`src/rtl/gpio_edge_pkg.sv`:
```
package gpio_edge_pkg;
  parameter int ADDR_W = 8;

  parameter logic [ADDR_W-1:0] OFS_LEVEL = 8'h00;
  parameter logic [ADDR_W-1:0] OFS_DIR   = 8'h04;
  parameter logic [ADDR_W-1:0] OFS_SET   = 8'h08;
  parameter logic [ADDR_W-1:0] OFS_CLR   = 8'h0C;
  parameter logic [ADDR_W-1:0] OFS_RISE  = 8'h10;
  parameter logic [ADDR_W-1:0] OFS_FALL  = 8'h14;
  parameter logic [ADDR_W-1:0] OFS_EDGE  = 8'h18;
  parameter logic [ADDR_W-1:0] OFS_ALT   = 8'h1C;

  typedef enum logic [3:0] {
    SEL_LEVEL, SEL_DIR, SEL_SET, SEL_CLR,
    SEL_RISE, SEL_FALL, SEL_EDGE, SEL_ALT, SEL_NONE
  } reg_sel_e;

  function automatic reg_sel_e decode(input logic [ADDR_W-1:0] a);
    case (a)
      OFS_LEVEL: return SEL_LEVEL;
      OFS_DIR:   return SEL_DIR;
      OFS_SET:   return SEL_SET;
      OFS_CLR:   return SEL_CLR;
      OFS_RISE:  return SEL_RISE;
      OFS_FALL:  return SEL_FALL;
      OFS_EDGE:  return SEL_EDGE;
      OFS_ALT:   return SEL_ALT;
      default:   return SEL_NONE;
    endcase
  endfunction
endpackage

```
`src/rtl/gpio_sync.sv`:
```
module gpio_sync #(
  parameter int W = 28
) (
  input  logic         clk_i,
  input  logic         rst_ni,
  input  logic [W-1:0] async_i,
  output logic [W-1:0] sync_o
);
  logic [W-1:0] meta_q, sync_q;

  always_ff @(posedge clk_i or negedge rst_ni) begin
    if (!rst_ni) begin
      meta_q <= '0;
      sync_q <= '0;
    end else begin
      meta_q <= async_i;
      sync_q <= meta_q;
    end
  end

  assign sync_o = sync_q;
endmodule

```
`src/rtl/gpio_edge_det.sv`:
```
module gpio_edge_det #(
  parameter int W = 28
) (
  input  logic         clk_i,
  input  logic         rst_ni,
  input  logic [W-1:0] sync_i,
  input  logic [W-1:0] rise_en_i,
  input  logic [W-1:0] fall_en_i,
  input  logic [W-1:0] clr_i,
  output logic [W-1:0] status_o
);
  logic [W-1:0] prev_q, status_q, evt;

  assign evt = (sync_i & ~prev_q & rise_en_i) | (~sync_i & prev_q & fall_en_i);

  always_ff @(posedge clk_i or negedge rst_ni) begin
    if (!rst_ni) begin
      prev_q   <= '0;
      status_q <= '0;
    end else begin
      prev_q   <= sync_i;
      status_q <= (status_q & ~clr_i) | evt;  // edge overrides clear
    end
  end

  assign status_o = status_q;


  w1c_clear_chk: assert property (@(posedge clk_i) disable iff (!rst_ni)
    (|(clr_i & ~evt)) |=> ((status_q & $past(clr_i & ~evt)) == '0));


  edge_wins_chk: assert property (@(posedge clk_i) disable iff (!rst_ni)
    (|evt) |=> ((status_q & $past(evt)) == $past(evt)));


  no_spurious_set_chk: assert property (@(posedge clk_i) disable iff (!rst_ni)
    ((status_q & ~$past(status_q) & ~$past(evt)) == '0));
endmodule

```
`src/rtl/gpio_irq_map.sv`:
```
module gpio_irq_map #(
  parameter int W    = 28,
  parameter int NDED = 11
) (
  input  logic [W-1:0] status_i,
  output logic [NDED:0] irq_o
);
  localparam int NSHR = W - NDED;

  for (genvar i = 0; i < NDED; i++) begin : g_ded
    assign irq_o[i] = status_i[i];
  end

  logic [NSHR-1:0] shared;
  assign shared      = status_i[W-1:NDED];
  assign irq_o[NDED] = |shared;
endmodule

```
`src/rtl/gpio_edge_ctrl.sv`:
```
module gpio_edge_ctrl
  import gpio_edge_pkg::*;
#(
  parameter int NPINS = 28,
  parameter int NDED  = 11,
  parameter int DW    = 32
) (
  input  logic              clk_i,
  input  logic              rst_ni,
  input  logic [ADDR_W-1:0] addr_i,
  input  logic              we_i,
  input  logic [DW-1:0]     wdata_i,
  output logic [DW-1:0]     rdata_o,
  input  logic [NPINS-1:0]  pins_i,
  output logic [NPINS-1:0]  pins_o,
  output logic [NPINS-1:0]  oe_o,
  output logic [NPINS-1:0]  alt_o,
  output logic [NDED:0]     irq_o
);
  localparam int PAD = DW - NPINS;

  reg_sel_e         sel;
  logic [NPINS-1:0] wd, level, status, clr;
  logic [NPINS-1:0] dir_q, alt_q, rise_q, fall_q, out_q;
  logic [NPINS-1:0] rd;

  assign sel = decode(addr_i);
  assign wd  = wdata_i[NPINS-1:0];
  assign clr = (we_i && sel == SEL_EDGE) ? wd : '0;

  gpio_sync #(.W(NPINS)) u_sync (
    .clk_i, .rst_ni, .async_i(pins_i), .sync_o(level)
  );

  gpio_edge_det #(.W(NPINS)) u_edge (
    .clk_i, .rst_ni, .sync_i(level), .rise_en_i(rise_q), .fall_en_i(fall_q),
    .clr_i(clr), .status_o(status)
  );

  gpio_irq_map #(.W(NPINS), .NDED(NDED)) u_irq (
    .status_i(status), .irq_o(irq_o)
  );

  always_ff @(posedge clk_i or negedge rst_ni) begin
    if (!rst_ni) begin
      dir_q  <= '0;
      alt_q  <= '0;
      rise_q <= '0;
      fall_q <= '0;
      out_q  <= '0;
    end else if (we_i) begin
      case (sel)
        SEL_DIR:  dir_q  <= wd;
        SEL_ALT:  alt_q  <= wd;
        SEL_RISE: rise_q <= wd;
        SEL_FALL: fall_q <= wd;
        SEL_SET:  out_q  <= out_q | wd;
        SEL_CLR:  out_q  <= out_q & ~wd;
        default: ;
      endcase
    end
  end

  always_comb begin
    case (sel)
      SEL_LEVEL: rd = level;
      SEL_DIR:   rd = dir_q;
      SEL_RISE:  rd = rise_q;
      SEL_FALL:  rd = fall_q;
      SEL_EDGE:  rd = status;
      SEL_ALT:   rd = alt_q;
      default:   rd = '0;
    endcase
  end

  assign rdata_o = {{PAD{1'b0}}, rd};
  assign pins_o  = out_q;
  assign oe_o    = dir_q;
  assign alt_o   = alt_q;


  set_hi_chk: assert property (@(posedge clk_i) disable iff (!rst_ni)
    (we_i && sel == SEL_SET) |=> ((pins_o & $past(wd)) == $past(wd)));


  clr_lo_chk: assert property (@(posedge clk_i) disable iff (!rst_ni)
    (we_i && sel == SEL_CLR) |=> ((pins_o & $past(wd)) == '0));


  latch_hold_chk: assert property (@(posedge clk_i) disable iff (!rst_ni)
    !(we_i && (sel == SEL_SET || sel == SEL_CLR)) |=> $stable(pins_o));
endmodule

```
`config.mk`:
```
export PLATFORM = sky130hd
export DESIGN_NAME = gpio_edge_ctrl
export DESIGN_NICKNAME = d
export VERILOG_FILES = /design/src/rtl/gpio_edge_pkg.sv /design/src/rtl/gpio_sync.sv /design/src/rtl/gpio_edge_det.sv /design/src/rtl/gpio_irq_map.sv /design/src/rtl/gpio_edge_ctrl.sv
export SDC_FILE = /design/constraint.sdc
export NUM_CORES = 1
export LEC_CHECK = 0
export BUFFER_PORTS_ARGS = -buffer_cell sky130_fd_sc_hd__buf_2
export CAP_MARGIN = 20
export CORE_UTILIZATION = 35
export DETAILED_ROUTE_END_ITERATION = 10
export SLEW_MARGIN = 25
export SYNTH_ARGS = -nofsm -noshare
export SYNTH_HDL_FRONTEND = slang
export SYNTH_SLANG_ARGS = --single-unit
```
`constraint.sdc`:
```
create_clock -name clk_i -period 2.5 [get_ports clk_i]
set_clock_uncertainty 0.1 [all_clocks]
set_input_delay 0.5 -clock clk_i [delete_from_list [all_inputs] [get_ports clk_i]]
set_output_delay 0.5 -clock clk_i [all_outputs]
set_load 0.05 [all_outputs]
```
==> results of run 1 <==
==> final cells by class <==
type,instances,area share
antenna,2,0.0003516
clock inverter,12,0.01143
clock buffer,39,0.05925
sequential,252,0.4433
inverter,28,0.007385
timing repair buffer,292,0.1451
multi-input combinational,470,0.2989
tap,390,0.03429
==> per-stage QoR <==
stage,area (µm²),setup TNS (ns),power (W)
final,14230,-0.9598,0.01087
after global routing,14230,-1.506,0.01131
after CTS,14120,-1.157,0.01099
after detailed placement,12620,-1.323,0.006458
after global placement,12620,-1.168,0.006430
after floorplan,10930,-0.1073,0.005931
==> worst min path at each step <==
stage               cells past startpoint           endpoint
floorplan                               0          async pin
detailed placement                      0  u_sync.sync_o[16]
global route                            2          fall_q[5]
finish                                  2            oe_o[4]
CTS                                     2            oe_o[4]
global placement                        0  u_sync.sync_o[15]
==> routing by layer <==
| metal | part of all wire | global-route usage | vias to the layer above |
|---|---|---|---|
| met2 | 0.48 | 0.3114 | 188 |
| met1 | 0.46 | 0.2669 | 3974 |
| met5 | 0.00027 | 0 | - |
| met3 | 0.051 | 0.03157 | 34 |
| met4 | 0.015 | 0.04741 | 2 |
| li1 | - | - | 3514 |
==> worst max-delay path, stage by stage, from the launching register on <==
cell and delay (ns):
dfrtp_1 0.40, nor4_2 0.28, buf_4 0.16, nand4_1 0.14, or4_4 0.46, buf_6 0.17
==> timing repair <==
action / in CTS / in global routing
pin swaps: 8 / 0
setup endpoints to repair: 28 / 26
hold endpoints to repair: 82 / 0
gates resized for setup: 21 / 21
setup buffers: 17 / 2
gates cloned: 0 / 1
hold buffers: 29 / 0
==> power groups by stage <==
stage	combinational, W	clock, W	sequential [W]
final	0.00168	0.00441	0.00478
after global routing	0.00180	0.00468	0.00483
after CTS	0.00169	0.00452	0.00478
after detailed placement	0.00161	0	0.00485
after global placement	0.00159	0	0.00484
after floorplan	0.000927	0	0.00500
==> placed cells by master, fill, tap and decap left out, types with 10 or more instances in the layout <==
cell type | synthesis | routed
buf_12 | 0 | 12
a22oi_1 | 20 | 16
dlygate4sd3_1 | 0 | 29
buf_4 | 16 | 59
dfrtp_1 | 252 | 250
a21oi_4 | 0 | 12
clkbuf_4 | 0 | 11
mux2_2 | 157 | 157
and3_1 | 11 | 10
o22a_1 | 31 | 31
nand2_1 | 30 | 29
o211ai_1 | 29 | 29
clkbuf_16 | 0 | 30
buf_2 | 18 | 169
nand3b_1 | 28 | 28
nor3_1 | 30 | 29
a2bb2oi_1 | 17 | 17
inv_1 | 28 | 28
mux2i_1 | 25 | 25
o21ai_0 | 29 | 29
==> cells by family (layout without fill, tap and decap cells) <==
logic type	after synthesis	count (layout)	synth area share
DFF	252	252	0.5873
muxes	189	189	0.2027
AOI/OAI and AO/OA	154	154	0.1034
and+or+nand+nor	123	123	0.06817
buffers and inverters	83	371	0.03811
other	1	6	0.0003493
==> results.sh, run 1 <==
export IMPL_status="finished with violations"
export IMPL_violations="setup timing"
export IMPL_ios=199
export IMPL_n_fill_cell=2691
export IMPL_yosysSeqAreaShare=0.5873
export IMPL_holdWs_ns=0.1687
export IMPL_synth_top_area_cell="dfrtp_1"
export IMPL_grt_use_total=0.1921
export IMPL_slew_violations=0
export IMPL_routedWlPerCell_um=20.18
export IMPL_multi_input_area_um2=4254
export IMPL_setup_viol=8
export IMPL_synthArstFlopShare=1.000
export IMPL_die_area_um2=31380
export IMPL_peakVddDrop_mv=0.4522
export IMPL_crit_start="u_edge.status_o[21]"
export IMPL_tritoncts="built"
export IMPL_port_buffers=190
export IMPL_drt_wl_total_um=29970
export IMPL_drt_pass1_iterations=5
export IMPL_synth_top_flop_cell="dfrtp_1"
export IMPL_dp_cells=1383
export IMPL_p_clk_frac=0.406
export IMPL_drc=0
export IMPL_die_width_um=177.1
export IMPL_core_rowCount=63
export IMPL_avgSynthCellArea_um2=13.39
export IMPL_final_hold_viol_count=0
export IMPL_drive_above_1_share=0.4748
export IMPL_cts_root_buffer="clkbuf_16"
export IMPL_ys_top_cells_by_area="dfrtp_1 (59%), mux2_2 (16%), o22a_1 (2.5%)"
export IMPL_cts_sinks=252
export IMPL_start_util=0.3594
export IMPL_rsz0062_at_grt="yes"
export IMPL_power_density_nw_per_um2=763.9
export IMPL_synth_area_um2=10740
export IMPL_viasPerCell=5.193
export IMPL_arrival_ns=2.16
export IMPL_grt_max_degree=62
export IMPL_pre_cts_slack_ns=-0.1137
export IMPL_hpwl_um=20470
export IMPL_fp_dieH_um=177.1
export IMPL_drtAntennaViolNets=0
export IMPL_clk_path_buf_depth=3
export IMPL_finish_utilization=0.4764
export IMPL_combPwrFrac=0.155
export IMPL_max_freq_ghz=0.3619
export IMPL_register_area_um2=6309
export IMPL_core_um2=29870
export IMPL_criticalPathCategory="flop to primary output"
export IMPL_hp_class="input port to flop"
export IMPL_ys_ff_latch=252
export IMPL_cts_buffers=28
export IMPL_switching_share=0.2793
export IMPL_cap_violations=0
export IMPL_setup_ws_ns=-0.2632
export IMPL_num_vias=7712
export IMPL_power_leakage_nw=6.874
export IMPL_cp_endpoint="irq_o[11]"
export IMPL_grt_ovfl_total=0
export IMPL_finalCritPeriodShare=1.105
export IMPL_reg2reg_slack_ns=1.28
export IMPL_synthDistinctLibCells=35
export IMPL_ff2ff_path_depth=5
export IMPL_synth_common_cells="dfrtp_1 (252), mux2_2 (157), o22a_1 (31), nand2_1 (30), nor3_1 (30)"
export IMPL_synth_top_area_frac=0.5873
export IMPL_crit_path_start_kind="flop"
export IMPL_crit_path_end_kind="primary output"
export IMPL_max_slew_margin=0.6527
export IMPL_syn_inst=802
export IMPL_critPathRequiredTime_ns=1.90
export IMPL_timing_worst_slew_pin_value_ns=0.5210
export IMPL_period_minus_slack_ns=2.763
export IMPL_syn_to_final_growth_pct=32.56
export IMPL_clk_latency_ns=0.54
export IMPL_yosysMostFrequentCell="dfrtp_1"
export IMPL_synth_enable_flop_cells=0
export IMPL_path_max_fanout=3
export IMPL_antenna_found_initial=3
export IMPL_rr_startpoint="fall_q[23]"
export IMPL_first_global_vias=7777
export IMPL_clk_pin_slew_ns=0.06
export IMPL_drt_iter0_drc=430
export IMPL_r2r_end="u_edge.status_o[23]"
export IMPL_layout_cells_non_filler=1485
export IMPL_min_from="wdata_i[4]"
export IMPL_place_congestion=0.7760
export IMPL_grt_first_pass_wirelength_um=45700
export IMPL_internal_power_w=0.007835
export IMPL_cts_htree_levels=1
export IMPL_pwr_share_seq=0.439
export IMPL_final_nets=1143
export IMPL_ys_warnings_count=0
export IMPL_p_sw_w=0.003037
No activity file was read; power rests on OpenSTA's default activity.
==> inputs of run 2 (changes only) <==
--- a/config.mk
+++ b/config.mk
@@ -5,10 +5,12 @@
 export SDC_FILE = /design/constraint.sdc
 export NUM_CORES = 1
 export LEC_CHECK = 0
+export ABC_AREA = 1
 export BUFFER_PORTS_ARGS = -buffer_cell sky130_fd_sc_hd__buf_2
-export CAP_MARGIN = 20
+export CAP_MARGIN = 0
 export CORE_UTILIZATION = 35
 export DETAILED_ROUTE_END_ITERATION = 10
+export MAX_ROUTING_LAYER = met4
 export SLEW_MARGIN = 25
 export SYNTH_ARGS = -nofsm -noshare
 export SYNTH_HDL_FRONTEND = slang
==> run 2 against run 1 <==
The flow now finishes without violations. Via count up 27%. Sequential cell count unchanged. Sequential power down 7.7%. Sequential share of layout area shrank 0.56 points. Utilization is 1.9 points lower. Maximum frequency is 12% higher. Hold slack got worse by 0.032 ns. Synthesized area rose by 4.1%. Critical path type is now input port to primary output. Critical endpoint is now rdata_o[13]. Largest power group unchanged.
==> results.sh, run 2 <==
export IMPL_clk_pin_slew_ns=0.06
export IMPL_setup_ws_ns=0.02350
export IMPL_cp_cell_sequence="buf_6, nor2_2, buf_4, nand2_4, nor2_4, buf_12, buf_16, nand4_1, nand2_1, inv_1, nand2_1, buf_4"
export IMPL_cap_violations=0
export IMPL_place_congestion=0.7923
export IMPL_max_freq_ghz=0.4038
export IMPL_yosysSeqAreaShare=0.5643
export IMPL_max_slew_margin=0.6236
export IMPL_synth_top_flop_cell="dfrtp_1"
export IMPL_switching_share=0.2589
export IMPL_synthDistinctLibCells=22
export IMPL_slowest_stage="buf_4"
export IMPL_core_rowCount=65
export IMPL_fp_dieH_um=180.7
export IMPL_pre_cts_slack_ns=-0.1274
export IMPL_pwr_share_seq=0.475
export IMPL_drt_wl_total_um=34660
export IMPL_crit_start="addr_i[0]"
export IMPL_crit_path_end_kind="primary output"
export IMPL_yosysMostFrequentCell="nand2_1"
export IMPL_antenna_found_initial=2
export IMPL_clk_latency_ns=0.54
export IMPL_final_nets=1594
export IMPL_layout_common_cells="nand2_1 (363), dfrtp_1 (252), buf_2 (159), inv_1 (143), o21ai_0 (121)"
export IMPL_setup_viol=0
export IMPL_power_density_nw_per_um2=643.3
export IMPL_grt_use_total=0.2110
export IMPL_period_minus_slack_ns=2.476
export IMPL_syn_inst=1307
export IMPL_ys_ff_latch=252
export IMPL_grt_first_pass_wirelength_um=52870
export IMPL_min_from="wdata_i[3]"
export IMPL_peakVddDrop_mv=0.4430
export IMPL_avgSynthCellArea_um2=8.550
export IMPL_routedWlPerCell_um=17.79
export IMPL_viasPerCell=5.031
export IMPL_first_global_vias=9309
export IMPL_power_leakage_nw=6.961
export IMPL_combPwrFrac=0.095
export IMPL_drive_above_1_share=0.2047
export IMPL_grt_ovfl_total=0
export IMPL_cts_buffers=29
export IMPL_path_max_fanout=11
export IMPL_synth_top_area_cell="dfrtp_1"
export IMPL_start_util=0.3550
export IMPL_die_area_um2=32650
export IMPL_ios=199
export IMPL_hpwl_um=21430
export IMPL_ys_top_cells_by_area="dfrtp_1 (56%), nand2_1 (12%), nand4_1 (6.4%)"
export IMPL_crit_path_start_kind="input port"
export IMPL_synth_top_area_frac=0.5643
export IMPL_status="finished clean"
export IMPL_p_sw_w=0.002400
export IMPL_drt_pass1_iterations=5
export IMPL_timing_critical_path_buf_inv=6
export IMPL_synthArstFlopShare=1.000
export IMPL_drc=0
export IMPL_num_vias=9800
export IMPL_internal_power_w=0.006870
export IMPL_cts_htree_levels=1
export IMPL_tritoncts="built"
export IMPL_port_buffers=190
export IMPL_cts_root_buffer="clkbuf_16"
export IMPL_die_width_um=180.7
export IMPL_fin_setup_tns_ns=0
export IMPL_drtAntennaViolNets=0
export IMPL_synth_common_cells="nand2_1 (370), dfrtp_1 (252), inv_1 (144), o21ai_0 (121), nand4_1 (114)"
export IMPL_synth_enable_flop_cells=0
export IMPL_hp_class="input port to flop"
export IMPL_p_clk_frac=0.429
export IMPL_clk_path_buf_depth=3
export IMPL_slew_violations=0
export IMPL_syn_to_final_growth_pct=28.96
export IMPL_synth_area_um2=11170
export IMPL_timing_worst_slew_pin_value_ns=0.5646
export IMPL_final_hold_viol_count=0
export IMPL_finalCritPeriodShare=0.9906
export IMPL_path_delay_family="buffers and inverters"
export IMPL_criticalPathCategory="input port to primary output"
export IMPL_core_um2=31470
export IMPL_rr_startpoint="u_sync.sync_o[14]"
export IMPL_cts_sinks=252
export IMPL_drt_iter0_drc=885
export IMPL_mostFrequentLayoutCell="nand2_1"
export IMPL_grt_max_degree=69
export IMPL_ys_warnings_count=0
export IMPL_cpPeakStageDelay_ns=0.20
export IMPL_critPathRequiredTime_ns=1.90
export IMPL_arrival_ns=1.88
==> run 2: worst paths after layout <==
kind	to	depth (start not counted)	slack [ns]
setup / recovery	rdata_o[13]	12	0.02
hold / removal	u_edge.status_o[3]	4	0.14
setup reg to reg	u_edge.status_o[14]	4	1.53
hold reg to reg	u_sync.sync_o[18]	0	0.24
max in group asynchronous	oe_o[11]	3	1.11
min in group asynchronous	u_edge.status_o[3]	2	0.42
==> run 2: cell families after synthesis <==
group,Yosys count,share of synthesized area
AND/OR/NAND/NOR,644,0.2642
flip-flops,252,0.5643
buffers and inverters,242,0.09573
AO/OA/AOI/OAI,168,0.07536
other,1,0.0003356
==> run 2: metrics by stage <==
step | hold slack, ns | instance area (µm²) | util | power, W | std cells
6_report | 0.1369 | 14410 | 0.4578 | 0.009270 | 1948
5_1_grt | 0.1432 | 14410 | 0.4578 | 0.009635 | 1948
4_1_cts | 0.1151 | 13970 | 0.4438 | 0.009349 | 1932
3_5_place_dp | 0.2347 | 12740 | 0.4049 | 0.005306 | 1851
3_3_place_gp | 0.2323 | 12740 | 0.4049 | 0.005293 | 1851
2_1_floorplan | 0.1044 | 11190 | - | 0.004911 | 1310
==> run 2: timing repair <==
item | 4_1_cts | 5_1_grt
hold endpoints to repair | 87 | 0
setup endpoints to repair | 28 | 29
gates resized for setup | 14 | 70
setup buffers | 0 | 6
hold buffers | 29 | 0
pin swaps | 0 | 12
gates cloned | 0 | 8
==> run 2: worst reg2reg max path, stage by stage, from the launching register on <==
cell and delay (ns):
dfrtp_1 0.44, nand3b_1 0.18, o21ai_0 0.08, inv_1 0.05, nand2_1 0.06
==> run 2: layout make-up <==
cell class | count | area [µm²]
Sequential cell | 252 | 6306
Fill cell | 3047 | 17060
Clock inverter | 8 | 40.04
Clock buffer | 44 | 862.1
Timing Repair Buffer | 278 | 2255
Tap cell | 402 | 503.0
Multi-Input combinational cell | 816 | 3890
Inverter | 146 | 549.3
Antenna cell | 2 | 5.005
==> run 2: layer usage <==
layer	vias to the layer above	GRT usage	routed length, µm
met3	56	0.02850	2058
met5	-	-	0
met4	0	0.05607	803
met2	342	0.3337	16210
li1	4703	-	-
met1	4699	0.2845	15590
==> run 2: power by group through the flow <==
stage / clock [W] / combinational (W) / sequential [W]
after floorplan: 0 / 0.000301 / 0.00461
after global placement: 0 / 0.000822 / 0.00447
after detailed placement: 0 / 0.000830 / 0.00448
after CTS: 0.00408 / 0.000868 / 0.00441
after global routing: 0.00424 / 0.000961 / 0.00443
final: 0.00398 / 0.000883 / 0.00441
